==> src/rtl/layer_cfg_pkg.sv <==
// Shared constants for the layer configuration reload unit.
// Assumes four event sources at fixed flag positions.
package layer_cfg_pkg;
    localparam int NUM_EVT      = 4;
    localparam int EVT_UNDERRUN = 0;
    localparam int EVT_LINE     = 1;
    localparam int EVT_RELOADED = 2;
    localparam int EVT_XFER_ERR = 3;
    localparam int CTRL_NOW_BIT = 0;
    localparam int CTRL_VB_BIT  = 1;
endpackage

==> src/rtl/cfg_shadow_bank.sv <==
// Staging and live copies of NUM_REGS configuration words.
// Staging words are written one at a time. All live words copy together
// when load is high. Assumes at most one select bit is set per cycle.
module cfg_shadow_bank #(
    parameter int NUM_REGS = 4,
    parameter int DATA_W   = 32
) (
    input  logic                       clk,
    input  logic                       rst_n,
    input  logic [NUM_REGS-1:0]        sel,
    input  logic [DATA_W-1:0]          wdata,
    input  logic                       load,
    output logic [NUM_REGS*DATA_W-1:0] live_flat
);
    localparam int FLAT_W = NUM_REGS * DATA_W;

    logic [FLAT_W-1:0] stage_flat;

    for (genvar g = 0; g < NUM_REGS; g++) begin : g_word
        // Staging word: takes software writes.
        always_ff @(posedge clk) begin
            if (!rst_n)
                stage_flat[g*DATA_W +: DATA_W] <= '0;
            else if (sel[g])
                stage_flat[g*DATA_W +: DATA_W] <= wdata;
        end

        // Live word: takes the staging value only on a load.
        always_ff @(posedge clk) begin
            if (!rst_n)
                live_flat[g*DATA_W +: DATA_W] <= '0;
            else if (load)
                live_flat[g*DATA_W +: DATA_W] <= stage_flat[g*DATA_W +: DATA_W];
        end
    end

    a_r2_live_hold: assert property (@(posedge clk) disable iff (!rst_n)
        !load |=> $stable(live_flat));
    a_r3_copy_all: assert property (@(posedge clk) disable iff (!rst_n)
        load |=> live_flat == $past(stage_flat));
endmodule

==> src/rtl/cfg_reload_ctrl.sv <==
// Reload sequencer. An immediate request loads on the next edge.
// A deferred request waits for vblank and then reports completion.
// An immediate load also retires a deferred request that is pending.
module cfg_reload_ctrl
    import layer_cfg_pkg::*;
(
    input  logic       clk,
    input  logic       rst_n,
    input  logic       ctrl_wr,
    input  logic [1:0] ctrl_code,
    input  logic       vblank,
    output logic       load,
    output logic       vb_done,
    output logic       busy
);
    logic now_req;
    logic vb_req;
    logic want_now;
    logic want_vb;

    assign want_now = ctrl_wr && ctrl_code[CTRL_NOW_BIT];
    assign want_vb  = ctrl_wr && !ctrl_code[CTRL_NOW_BIT] && ctrl_code[CTRL_VB_BIT];
    assign vb_done  = vb_req && vblank && !now_req;
    assign load     = now_req || vb_done;
    assign busy     = now_req || vb_req;

    // Immediate request: lives for exactly one cycle after the write.
    always_ff @(posedge clk) begin
        if (!rst_n) now_req <= 1'b0;
        else        now_req <= want_now;
    end

    // Deferred request: held until vblank or an immediate load retires it.
    always_ff @(posedge clk) begin
        if (!rst_n)                   vb_req <= 1'b0;
        else if (want_vb)             vb_req <= 1'b1;
        else if (now_req || vb_done)  vb_req <= 1'b0;
    end

    a_r3_now_self_clear: assert property (@(posedge clk) disable iff (!rst_n)
        now_req && !want_now |=> !now_req);
    a_r4_wait_vblank: assert property (@(posedge clk) disable iff (!rst_n)
        vb_req && !vblank && !now_req |=> vb_req);
    a_r5_done_retires: assert property (@(posedge clk) disable iff (!rst_n)
        vb_done && !want_vb |=> !busy);
endmodule

==> src/rtl/cfg_event_flags.sv <==
// Sticky event flags with an enable mask, write-one-to-clear, and one
// combined interrupt. A set pulse wins over a clear in the same cycle.
module cfg_event_flags
    import layer_cfg_pkg::*;
(
    input  logic               clk,
    input  logic               rst_n,
    input  logic [NUM_EVT-1:0] ev,
    input  logic               clr_wr,
    input  logic               en_wr,
    input  logic [NUM_EVT-1:0] wbits,
    output logic [NUM_EVT-1:0] flags,
    output logic [NUM_EVT-1:0] mask,
    output logic               irq
);
    logic [NUM_EVT-1:0] clr_bits;

    assign clr_bits = clr_wr ? wbits : '0;
    assign irq      = |(flags & mask);

    // Flag update: clear the selected bits, then OR in new events.
    always_ff @(posedge clk) begin
        if (!rst_n) flags <= '0;
        else        flags <= (flags & ~clr_bits) | ev;
    end

    // Enable mask register.
    always_ff @(posedge clk) begin
        if (!rst_n)     mask <= '0;
        else if (en_wr) mask <= wbits;
    end

    a_r8_set_wins: assert property (@(posedge clk) disable iff (!rst_n)
        ev != '0 |=> (flags & $past(ev)) == $past(ev));
    a_r7_clear_bits: assert property (@(posedge clk) disable iff (!rst_n)
        clr_wr |=> (flags & $past(wbits & ~ev)) == '0);
    a_r6_sticky: assert property (@(posedge clk) disable iff (!rst_n)
        !clr_wr |=> (flags & $past(flags)) == $past(flags));
    a_r9_no_flag_no_irq: assert property (@(posedge clk) disable iff (!rst_n)
        flags == '0 |-> !irq);
endmodule

==> src/rtl/layer_cfg_reload.sv <==
// Top: decodes register writes into staging, control, enable and clear
// accesses. It joins the staging bank, the reload sequencer and the
// event flags. Address map: 0..NUM_REGS-1 staging, NUM_REGS control,
// NUM_REGS+1 enable mask, NUM_REGS+2 clear.
module layer_cfg_reload
    import layer_cfg_pkg::*;
#(
    parameter int NUM_REGS = 4,
    parameter int DATA_W   = 32,
    parameter int ADDR_W   = 4
) (
    input  logic                       clk,
    input  logic                       rst_n,
    input  logic                       wr_en,
    input  logic [ADDR_W-1:0]          wr_addr,
    input  logic [DATA_W-1:0]          wr_data,
    input  logic                       vblank,
    input  logic                       ev_underrun,
    input  logic                       ev_line,
    input  logic                       ev_xfer_err,
    output logic [NUM_REGS*DATA_W-1:0] live_regs,
    output logic                       reload_busy,
    output logic [3:0]                 status,
    output logic [3:0]                 irq_mask,
    output logic                       irq
);
    localparam logic [ADDR_W-1:0] ADDR_CTRL = ADDR_W'(NUM_REGS);
    localparam logic [ADDR_W-1:0] ADDR_IEN  = ADDR_W'(NUM_REGS + 1);
    localparam logic [ADDR_W-1:0] ADDR_ICLR = ADDR_W'(NUM_REGS + 2);

    logic [NUM_REGS-1:0] stage_sel;
    logic                load;
    logic                vb_done;
    logic [NUM_EVT-1:0]  ev_vec;

    for (genvar g = 0; g < NUM_REGS; g++) begin : g_dec
        assign stage_sel[g] = wr_en && (wr_addr == ADDR_W'(g));
    end

    always_comb begin
        ev_vec               = '0;
        ev_vec[EVT_UNDERRUN] = ev_underrun;
        ev_vec[EVT_LINE]     = ev_line;
        ev_vec[EVT_RELOADED] = vb_done;
        ev_vec[EVT_XFER_ERR] = ev_xfer_err;
    end

    cfg_shadow_bank #(.NUM_REGS(NUM_REGS), .DATA_W(DATA_W)) u_bank (
        .clk       (clk),
        .rst_n     (rst_n),
        .sel       (stage_sel),
        .wdata     (wr_data),
        .load      (load),
        .live_flat (live_regs)
    );

    cfg_reload_ctrl u_ctrl (
        .clk       (clk),
        .rst_n     (rst_n),
        .ctrl_wr   (wr_en && wr_addr == ADDR_CTRL),
        .ctrl_code (wr_data[1:0]),
        .vblank    (vblank),
        .load      (load),
        .vb_done   (vb_done),
        .busy      (reload_busy)
    );

    cfg_event_flags u_flags (
        .clk    (clk),
        .rst_n  (rst_n),
        .ev     (ev_vec),
        .clr_wr (wr_en && wr_addr == ADDR_ICLR),
        .en_wr  (wr_en && wr_addr == ADDR_IEN),
        .wbits  (wr_data[NUM_EVT-1:0]),
        .flags  (status),
        .mask   (irq_mask),
        .irq    (irq)
    );
endmodule

==> config.mk <==
export PLATFORM = sky130hd
export DESIGN_NAME = layer_cfg_reload
export DESIGN_NICKNAME = d
export VERILOG_FILES = /design/src/rtl/layer_cfg_pkg.sv /design/src/rtl/cfg_shadow_bank.sv /design/src/rtl/cfg_reload_ctrl.sv /design/src/rtl/cfg_event_flags.sv /design/src/rtl/layer_cfg_reload.sv
export SDC_FILE = /design/constraint.sdc
export NUM_CORES = 1
export LEC_CHECK = 0
export ABC_AREA = 1
export BUFFER_PORTS_ARGS = -buffer_cell sky130_fd_sc_hd__buf_2
export CORE_ASPECT_RATIO = 0.75
export CORE_MARGIN = 3
export CORE_UTILIZATION = 30
export DETAILED_ROUTE_END_ITERATION = 16
export MAX_ROUTING_LAYER = met4
export PLACE_DENSITY_LB_ADDON = 0.15
export SYNTH_ARGS = -nofsm -noshare
export SYNTH_HDL_FRONTEND = slang
export SYNTH_HIERARCHICAL = 1
export SYNTH_SLANG_ARGS = --single-unit
==> constraint.sdc <==
create_clock -name clk -period 2.3 [get_ports clk]
set_input_delay 0.115 -clock clk [delete_from_list [all_inputs] [get_ports clk]]
set_output_delay 0.115 -clock clk [all_outputs]
set_load 0.02 [all_outputs]
# After elaboration in Yosys (flattened, before gate mapping)
# Index checks and enable logic that the tools add are counted.
# W data, S select, Z words.
# classes
eq_ne	6
bitwise_logic	4
reduce_logical	19
n_mux	3
# op_table
cell	count
$eq A4 B3 Y1 const B	3
$logic_and A1 B1 Y1	12
$and A4 B4 Y4	2
$eq A4 B2 Y1 const B	2
$eq A4 B1 Y1 const B	1
$logic_not A4 Y1	1
$mux W4	1
$not A4 Y4	1
$or A4 B4 Y4	1
$reduce_or A4 Y1	1
$logic_not A1 Y1	2
$logic_or A1 B1 Y1	2
$mux W1	2
$reduce_bool A2 Y1	1
# word_totals
regBits	266
in_bits	43

# Logic depth before layout (Yosys ltp)
# depth
depth_word	6
depth_mapped	8

# Cells and area by module
# Netlist, hierarchy kept.
# modules_own_cells
module	cells_per_inst	n_inst	seq_area_each_um2	area_each_um2
cfg_shadow_bank	1524	1	5124.9	10002.1
cfg_event_flags	43	1	160.2	304.0
cfg_reload_ctrl	15	1	40.0	98.8
layer_cfg_reload	17	1	0.0	71.3

# Worst setup path before layout
# No wires, ideal clock.
# synth_timing
path_type	flip-flop to flip-flop
from	reg u_ctrl.vb_req
to	reg u_bank.live_flat[0]
stages_incl_launch_ff	8
path_slack_ns	1.038
arrival_ns	1.149
period_less_slack_ns	1.262
setup_time_ns	0.113
n_path_buf	2
cell_sequence	dfxtp_1 inv_1 o21ai_0 buf_2 buf_2 nand2_1 nand2_1 nor2_1
# synth_between
elab_chain_len	3
# synth_lines
item	line_no	text
start: declaration	cfg_reload_ctrl.sv:17	logic vb_req;
start signal: assignment	cfg_reload_ctrl.sv:35	if (!rst_n) vb_req <= 1'b0;
start signal: assignment	cfg_reload_ctrl.sv:36	else if (want_vb) vb_req <= 1'b1;
start signal: assignment	cfg_reload_ctrl.sv:37	else if (now_req || vb_done) vb_req <= 1'b0;
$logic_and A1 B1 Y1 (2 in series)	cfg_reload_ctrl.sv:23	assign vb_done = vb_req && vblank && !now_req;
$logic_or A1 B1 Y1	cfg_reload_ctrl.sv:24	assign load = now_req || vb_done;
via load	layer_cfg_reload.sv:32	logic load;
end signal: indexed assignment	cfg_shadow_bank.sv:33	live_flat[g*DATA_W +: DATA_W] <= stage_flat[g*DATA_W +: DATA_W];
end: declaration	cfg_shadow_bank.sv:13	output logic [NUM_REGS*DATA_W-1:0] live_flat
# The timed path passes the listed nets, and every way through them passes these cells.
# A chain may end at the register's enable or synchronous reset.

# Worst setup path after layout
# layout_timing
from	reg u_ctrl.vb_req
to	reg u_bank.live_flat[13]
# Same word-level chain as after synthesis.

==> summary.md <==
| Metric | Value |
|---|---|
| Commonest non-fill, non-tap cell in the layout | nand2_1 |
| Initial DRC Count | 610 |
| Register bit total from synthesis | 266 |
| Post-synth top area share | between 50% and 60% |
| Crit end category | register |
| IO Pins | 181 |
| CP Max Fanout | 66 |
| WP data required | roughly 2.7 ns |
| Post-cts hold buffer count | 30 |
| Skew final | ~0.019 ns |
| # port buffers | 180 |
| Clk_lat worst skew | 0.55 ns |
| Pre-antenna DRT Iters | 5 |
| Antenna violations before repair | 0 |
| Routability cong. | about 0.74 |
| Worst r2r src | u_ctrl/vb_req |
| Final period util | between 60% and 70% |
| Mapped Nets | approximately 1600 |
| Pleak | roughly 5.8 nW |
| Setup total negative slack | 0 ns |
| First-pass GRT wire length | between 40000 and 50000 um |
| Slew HR | around three fifths |
| CP startpoint | u_ctrl/vb_req |
| Yosys cell types | 14 |
| CP Launch Type | register |
| Die area | around 37000 sq um |
| Worst hold start | wr_data[18] |
| Rows | just under 60 |
| Area added between synthesis and finish | 24.58% |
| Clock sink count | ~270 |
| Post-layout minimum cycle time | roughly 1.6 ns |
| Post-CTS setup buffers | 0 |
| Congestion Overflow GR | 0 |
| Clock slew at reported path FFs | approximately 0.06 ns |
| Cells after synthesis | around 1600 |
| Final setup viols | 0 |
| Antenna viol nets, final | 0 |
| RSZ-0062 raised after global routing | false |
| Routed len/inst | between 10 and 15 um |
| Synth area leaders | dfxtp_1 51%, nand2_1 19%, nor2_1 19%, inv_1 6.2%, buf_2 3.8% |
| N_diodes | 0 |
| Initial Util | a little under a third |
| Largest area contributor in the netlist | dfxtp_1 |
| H-tree lvl count | 1 |
| Gr usage total | between 10% and 20% |
| Worst min-delay path class | in -> reg |
| Pwr Total | 0.01010 W |
| Core area | between 30000 and 40000 sq um |
| PwrDens | a little under 800 nW/um^2 |
| Fmax | around 630 MHz |
| Critical Path AT | ~2.0 ns |
| Most frequent cells in the layout | 530 x nand2_1, 524 x nor2_1, 266 x dfxtp_1 |
| CTS Buffer Depth | 3 |
| Post-DP HPWL | between 15000 and 20000 um |
| Root Buffer | clkbuf_16 |
| Proportion of layout cells with a drive suffix above 1 | a little over an eighth |
| Max-slew violation count | 0 |
| DR DRC count | 0 |
| Die Y | 167.8 um |
| Largest net degree at the start of global routing | 77 |
| Crit path kind | reg -> reg |
| Final Hold Viols | 0 |
| CTS Buf Count | 29 |
| Seq/Total Area, Yosys | 50.83% |
| Max_cap viols | 0 |
| Post-Route WL | 29670 um |
| TritonCTS clock tree | yes |
| Status | completed |
| Layout Nets | about 1800 |
| Slew @ Worst Pin | roughly 0.59 ns |
| Die Width | approximately 220 um |
| Synth Warn # | 6 |
| Avg Inst Size Synth | 6.552 sq um |
| CTS resizes | 0 |
| Mapped Area | 10480 sq um |
| Worst vdd ir | ~480 uV |
| Vias per inst | 4.124 |
| Vias in the first global route | 8812 |
| Vias after detailed routing | ~9000 |
## registers in the layout (all words and copies together) (netlist names)
name and cells:
u_flags/mask 4, u_bank/live_flat 128, u_ctrl/vb_req 1, u_flags/flags 4, u_ctrl/now_req 1, u_bank/stage_flat 128
## cell usage after synthesis, drive strengths merged
| master | count |
|---|---|
| inv | 175 |
| a21oi | 5 |
| nand4 | 1 |
| buf | 84 |
| nand3 | 4 |
| dfxtp | 266 |
| nand2 | 530 |
| o21ai | 5 |
| nor2 | 528 |
| nor3 | 1 |
## cell type report
cell class,count,area (sq um)
fillers,3729,20910
flip-flops and latches,266,5325
multi-input cells,1074,4103
repair buffers,224,1440
clock buffers,45,855.8
inverters,175,656.9
well taps,450,563.0
clock inverters,6,107.6
## final timing paths
kind / endpoint / slack, ns / cells past startpoint
setup reg to reg: u_bank/live_flat[13] / 0.71 / 6
hold / removal: u_bank/stage_flat[82] / 0.01 / 5
hold reg to reg: u_bank/live_flat[45] / 0.47 / 2
setup / recovery: u_bank/live_flat[13] / 0.71 / 6
## worst max-delay path, cell delays in order (launching register included)
cell	delay (ns)
dfxtp_1	0.32
inv_1	0.08
o21ai_4	0.48
buf_12	0.35
nand2_1	0.10
nand2_1	0.07
nor2_1	0.04
## logic make-up (layout without fill, tap and decap cells)
| group | Yosys count | after routing | synth area share (%) |
|---|---|---|---|
| buffers and inverters | 259 | 450 | 10.40 |
| DFF | 266 | 266 | 50.83 |
| and+or+nand+nor | 1064 | 1064 | 38.25 |
| AOI/OAI and AO/OA | 10 | 10 | 0.5135 |
## per-stage QoR
stage          std cells  setup slack, ns  util (%)  instance area, sq um  hold WS [ns]
6_report            2240           0.7085     38.43                 13050       0.01244
5_1_grt             2240           0.5752     38.43                 13050       0.03238
4_1_cts             2240           0.6848     38.43                 13050      0.003985
3_5_place_dp        2159           0.7165     34.71                 11790        0.3615
3_3_place_gp        2159           0.7558     34.71                 11790        0.3579
2_1_floorplan       1599            1.038         -                 10480        0.2288
## where the power goes
part,internal [W],switching [W],total (W)
Sequential,0.00469,0.0000416,0.00473
Combinational,0.000221,0.000393,0.000615
Clock,0.00287,0.00189,0.00476
Total,0.00778,0.00232,0.0101
## metal layers
metal,track usage [%],vias to the layer above,part of all wire (%)
li1,-,4956,-
met3,3.521,32,6.0
met5,-,-,0
met1,22.82,4094,51
met4,3.142,0,1.9
met2,24.44,156,42
Note: power is estimated with default switching activity, not from simulation.
